--- src/rtl/rxe_pkg.sv ---
package rxe_pkg;
  localparam int EVT_W = 5;
  localparam logic [EVT_W-1:0] EVT_NONE       = 5'h00;
  localparam logic [EVT_W-1:0] EVT_OVERRUN    = 5'h05;
  localparam logic [EVT_W-1:0] EVT_DATA_WRITE = 5'h07;

  typedef enum logic [1:0] {
    ACT_NONE,
    ACT_KILL,
    ACT_ROLLBACK,
    ACT_PPB_ERR
  } act_e;
endpackage

--- src/rtl/rxe_classify.sv ---
module rxe_classify
  import rxe_pkg::*;
(
  input  logic             active,
  input  logic             mode_fill,
  input  logic             hb_err,
  input  logic             ovr_err,
  output act_e             act,
  output logic [EVT_W-1:0] evt
);
  // host bus error outranks overrun
  always_comb begin
    act = ACT_NONE;
    evt = EVT_NONE;
    if (active) begin
      if (hb_err) begin
        act = mode_fill ? ACT_KILL : ACT_PPB_ERR;
        evt = EVT_DATA_WRITE;
      end else if (ovr_err) begin
        act = mode_fill ? ACT_ROLLBACK : ACT_PPB_ERR;
        evt = EVT_OVERRUN;
      end
    end
  end
endmodule

--- src/rtl/rxe_snapshot.sv ---
module rxe_snapshot #(
  parameter int PW = 16,
  parameter int CW = 16
) (
  input  logic          clk,
  input  logic          rst,
  input  logic          capture,
  input  logic [PW-1:0] ptr_in,
  input  logic [CW-1:0] cnt_in,
  output logic [PW-1:0] ptr_q,
  output logic [CW-1:0] cnt_q
);
  always_ff @(posedge clk) begin
    if (rst) begin
      ptr_q <= '0;
      cnt_q <= '0;
    end else if (capture) begin
      ptr_q <= ptr_in;
      cnt_q <= cnt_in;
    end
  end
endmodule

--- src/rtl/rxe_pkt_track.sv ---
module rxe_pkt_track (
  input  logic clk,
  input  logic rst,
  input  logic clear,
  input  logic start,
  input  logic pend,
  input  logic err,
  output logic in_pkt,
  output logic drop
);
  always_ff @(posedge clk) begin
    if (rst || clear) begin
      in_pkt <= 1'b0;
      drop   <= 1'b0;
    end else begin
      if (start)     in_pkt <= 1'b1;
      else if (pend) in_pkt <= 1'b0;
      if (pend)      drop <= 1'b0;
      else if (err)  drop <= 1'b1;
    end
  end

  // a packet end always closes the drop window
  p_drop_ends_r6: assert property (@(posedge clk) disable iff (rst)
    pend |=> !drop);
endmodule

--- src/rtl/rx_ctx_err_handler.sv ---
module rx_ctx_err_handler
  import rxe_pkg::*;
#(
  parameter int AW = 16,
  parameter int PW = 16,
  parameter int CW = 16
) (
  input  logic             clk,
  input  logic             rst,
  input  logic             run,
  input  logic             mode_fill,
  input  logic             desc_irq_req,
  input  logic             pkt_start,
  input  logic             pkt_end,
  input  logic             hb_err,
  input  logic             ovr_err,
  input  logic [AW-1:0]    desc_addr,
  input  logic [PW-1:0]    wr_ptr,
  input  logic [CW-1:0]    res_cnt,
  output logic             dead,
  output logic [EVT_W-1:0] event_code,
  output logic             unrec_irq,
  output logic             ctx_irq,
  output logic             stat_wb,
  output logic             rollback,
  output logic [PW-1:0]    rb_ptr,
  output logic [CW-1:0]    rb_cnt,
  output logic             fifo_drop,
  output logic             fifo_flush,
  output logic [AW-1:0]    saved_desc
);
  logic             active;
  logic             start_g, end_g;
  act_e             act;
  logic [EVT_W-1:0] evt_c;
  logic [PW-1:0]    snap_ptr;
  logic [CW-1:0]    snap_cnt;
  logic             in_pkt;

  assign active  = run && !dead;
  assign start_g = pkt_start && active;
  assign end_g   = pkt_end && active;

  rxe_classify u_cls (
    .active(active), .mode_fill(mode_fill), .hb_err(hb_err),
    .ovr_err(ovr_err), .act(act), .evt(evt_c)
  );

  rxe_snapshot #(.PW(PW), .CW(CW)) u_snap (
    .clk(clk), .rst(rst), .capture(start_g), .ptr_in(wr_ptr),
    .cnt_in(res_cnt), .ptr_q(snap_ptr), .cnt_q(snap_cnt)
  );

  rxe_pkt_track u_trk (
    .clk(clk), .rst(rst), .clear(!run || act == ACT_KILL),
    .start(start_g), .pend(end_g), .err(act != ACT_NONE),
    .in_pkt(in_pkt), .drop(fifo_drop)
  );

  always_ff @(posedge clk) begin
    if (rst) begin
      dead       <= 1'b0;
      fifo_flush <= 1'b0;
      event_code <= EVT_NONE;
      unrec_irq  <= 1'b0;
      ctx_irq    <= 1'b0;
      stat_wb    <= 1'b0;
      rollback   <= 1'b0;
      rb_ptr     <= '0;
      rb_cnt     <= '0;
      saved_desc <= '0;
    end else begin
      unrec_irq <= 1'b0;
      ctx_irq   <= 1'b0;
      stat_wb   <= 1'b0;
      rollback  <= 1'b0;
      if (!run) begin
        dead       <= 1'b0;
        fifo_flush <= 1'b0;
      end
      unique case (act)
        ACT_KILL: begin
          dead       <= 1'b1;
          fifo_flush <= 1'b1;
          event_code <= evt_c;
          unrec_irq  <= 1'b1;
          saved_desc <= desc_addr;
        end
        ACT_ROLLBACK: begin
          rollback <= 1'b1;
          rb_ptr   <= snap_ptr;
          rb_cnt   <= snap_cnt;
        end
        ACT_PPB_ERR: begin
          event_code <= evt_c;
          stat_wb    <= in_pkt;
        end
        default: begin
          if (end_g && in_pkt && !fifo_drop) begin
            stat_wb <= 1'b1;
            ctx_irq <= desc_irq_req;
          end
        end
      endcase
    end
  end

  p_dead_sticky_r5: assert property (@(posedge clk) disable iff (rst)
    (dead && run) |=> dead);
  p_unrec_kills_r2: assert property (@(posedge clk) disable iff (rst)
    unrec_irq |-> dead);
  p_dead_quiet_r2: assert property (@(posedge clk) disable iff (rst)
    dead |-> (!ctx_irq && !stat_wb && !rollback));
  p_rb_alive_r6: assert property (@(posedge clk) disable iff (rst)
    rollback |-> (!dead && !stat_wb));
  p_flush_no_drop_r4: assert property (@(posedge clk) disable iff (rst)
    fifo_flush |-> !fifo_drop);
  p_hb_prio_r8: assert property (@(posedge clk) disable iff (rst)
    (run && !dead && hb_err && ovr_err) |=>
      (!rollback && event_code == EVT_DATA_WRITE));
  p_ppb_alive_r7: assert property (@(posedge clk) disable iff (rst)
    (run && !dead && !mode_fill) |=> !$rose(dead));
endmodule

--- config.mk ---
export PLATFORM = sky130hd
export DESIGN_NAME = rx_ctx_err_handler
export DESIGN_NICKNAME = d
export VERILOG_FILES = /design/src/rtl/rxe_pkg.sv /design/src/rtl/rxe_classify.sv /design/src/rtl/rxe_snapshot.sv /design/src/rtl/rxe_pkt_track.sv /design/src/rtl/rx_ctx_err_handler.sv
export SDC_FILE = /design/constraint.sdc
export NUM_CORES = 1
export LEC_CHECK = 0
export BUFFER_PORTS_ARGS = -buffer_cell sky130_fd_sc_hd__buf_2
export CORE_ASPECT_RATIO = 0.8
export CORE_MARGIN = 2
export CORE_UTILIZATION = 50
export DETAILED_ROUTE_END_ITERATION = 16
export GPL_ROUTABILITY_DRIVEN = 0
export PLACE_DENSITY = 0.79
export SKIP_CTS_REPAIR_TIMING = 1
export SLEW_MARGIN = 20
export SYNTH_ARGS = -nofsm -noshare
export SYNTH_HDL_FRONTEND = slang
export SYNTH_SLANG_ARGS = --single-unit
--- constraint.sdc ---
create_clock -name clk -period 1.4 [get_ports clk]
set_input_delay 0.21 -clock clk [delete_from_list [all_inputs] [get_ports clk]]
set_output_delay 0.21 -clock clk [all_outputs]
set_load 0.005 [all_outputs]
==> out/summary.txt <==
Synth warnings -> 0
clock slew seen by the registers of the worst setup and hold paths -> 0.08 ns
Yosys top cell area share -> 50.3%
diode count -> 0
total track usage -> 19.1%
first-pass GRT wire length -> 11.9 mm
fin crit share -> 91.2%
cell internal pwr -> 3.68 mW
Sequential Power Share -> 55.5%
Max Slew Vio Count -> 0
Avg Synthesized Cell Area -> 9.06 um2
grt ovf -> 0
placed wire-length estimate -> 5.03 mm
FILL cells -> 619
Yosys top cell by area -> dfxtp_1
IO Count -> 117
Crit Path Max Fanout -> 17
Critical Path AT -> 1.55 ns
CP startpoint kind -> flop
Fmax -> 783 MHz
status -> finished, final reports clean
CTS tree -> built
Final Setup Violations -> 0
Cells after Synth -> 391
Netlist cell types -> 30
Leakage Power -> 1.81 nW
clock sink count -> 89
Core Box Area -> 0.00686 mm2
register area -> 0.00178 mm2
Final min period -> 1.28 ns
WL per Instance -> 12.3 um
Final Non-Filler Cells -> 586
Combinational Power Share -> 8.6%
Mapped Area -> 0.00354 mm2
Routed Antenna Nets -> 0
Remaining DRCs -> 0
Setup Skew -> 0.00676 ns
vias per cell -> 4.85
footprint of the multi-input gates -> 0.00154 mm2
vias in the first global route -> 2664
Tot Pwr -> 4.76 mW
met1 usage -> 24.0%
largest net degree at the start of global routing -> 65
Rows -> 27
Synth async-reset ratio -> 0%
most common cell after layout, fill and taps aside -> buf_2
Seq/Total Area, Yosys -> 50.3%
Port Buffers -> 114
RSZ-0062 raised after global routing -> false
H-tree depth -> 3
met3 usage -> 6.43%
Post-Route WL -> 7.24 mm
Sw Share -> 22.6%
worst path required time -> 1.67 ns
Hold/Removal Path Class -> in2reg
Clk Latency, worst-skew pair -> 0.34 ns
nets -> 551
critical path class -> reg2reg
Area growth syn-to-layout -> 22.1%
layout cells sized above 1 -> 28.9%
dominant cells by area after synthesis -> dfxtp_1 (50%), nand2b_1 (11%), nand2_1 (10%), mux2i_1 (9.0%), a21oi_1 (7.3%)
share of total power in the clock network -> 35.8%
number of DRC markers in iteration 0 -> 79
commonest non-fill, non-tap cells in the layout -> buf_2 (114), nand2_1 (97), dfxtp_1 (88)
DR vias -> 2841
layer with the highest usage -> met2
DP Cell Count -> 570
buffer depth of the longest clock path -> 2
Die Y-Extent -> 79.3 um
final hold violations -> 0
number of enable flip-flop cells after synthesis -> 0
Die Wd -> 98.1 um
PwrDens -> 1100 mW/mm2
clk root buf -> clkbuf_8
Sw Pwr -> 1.08 mW
initial antenna violation count -> 0
drt first pass iters -> 4
Max Cap Viol -> 0
cts bufs inserted -> 9
Starting Density -> 51.7%
Synth Register Bits -> 89
die area -> 0.00778 mm2
met2 usage -> 30.3%
Max VDD drop -> 0.706 mV
Primary FF master, synth -> dfxtp_1
crit path capture type -> flop
## metal layers
layer / vias up / part of all wire [%]
li1: 1455 / -
met1: 1275 / 44
met3: 13 / 7.7
met5: - / 0
met4: 0 / 2.0
met2: 98 / 46
## power groups by stage
stage	combinational [mW]	clock, mW	sequential [mW]
4_1_cts	0.414	1.75	2.64
5_1_grt	0.460	1.86	2.65
2_1_floorplan	0.257	0	2.70
3_5_place_dp	0.414	0	2.70
3_3_place_gp	0.407	0	2.70
6_report	0.411	1.70	2.64
## flip-flops by register name, indices dropped and copies added, names as in the netlist
signal and flops:
u_trk.in_pkt 1, rb_ptr 16, unrec_irq 1, event_code 2, u_snap.ptr_q 16, u_snap.cnt_q 16
stat_wb 1, saved_desc 16, u_trk.drop 1, ctx_irq 1, rb_cnt 16, fifo_flush 1
rollback 1
## synthesized netlist by cell type (all sizes together), types with 2 or more instances
master,count
a21oi,52
and4b,2
buf,19
clkbuf,13
dfxtp,89
mux2i,32
nand2,97
nand2b,64
nand3b,2
nor2,2
nor2b,5
## stage by stage
stage / setup WS [ns] / TNS, ns / util [%] / hold slack, ns / instance area (um2)
detailed placement: 0.00929 / 0 / 60.3 / 0.447 / 4140
floorplan: 0.157 / 0 / - / 0.346 / 3550
global route: 0.0390 / 0 / 63.1 / 0.0844 / 4330
finish: 0.123 / 0 / 63.1 / 0.100 / 4330
global placement: 0.0358 / 0 / 60.3 / 0.440 / 4140
CTS: -0.0189 / -0.0383 / 63.1 / 0.0801 / 4320
## worst max-delay path: stages, from the launching register on
cell and delay [ns]:
dfxtp_2 0.38, nor2b_4 0.12, and4b_2 0.29, buf_12 0.19
mux2i_1 0.21
## area by class of cell
type	instances	share of cell area [%]
clock buffers	13	3.44
clock inverters	3	0.925
inverters	1	0.0868
multi-input cells	270	35.6
flip-flops and latches	89	41.2
well taps	87	2.52
repair buffers	123	16.2
## worst paths after layout
path         depth (start not counted)             from         endpoint  slack (ns)
min reg2reg                          2  u_snap.cnt_q[2]  u_snap.cnt_q[2]        0.46
max                                  4       fifo_flush        rb_cnt[7]        0.12
min                                  3       res_cnt[6]  u_snap.cnt_q[6]        0.10
max reg2reg                          4       fifo_flush        rb_cnt[7]        0.12
## kinds of logic (layout without fill, tap and decap cells)
| logic type | after synthesis | count (layout) | synth area share, % |
|---|---|---|---|
| compound gates | 56 | 56 | 8.19 |
| buf+inv | 33 | 140 | 6.39 |
| flops | 89 | 89 | 50.3 |
| mux | 32 | 32 | 9.04 |
| other cells | 1 | 2 | 0.106 |
| simple gates | 180 | 180 | 26.0 |
Power figures use the tool's default switching activity.
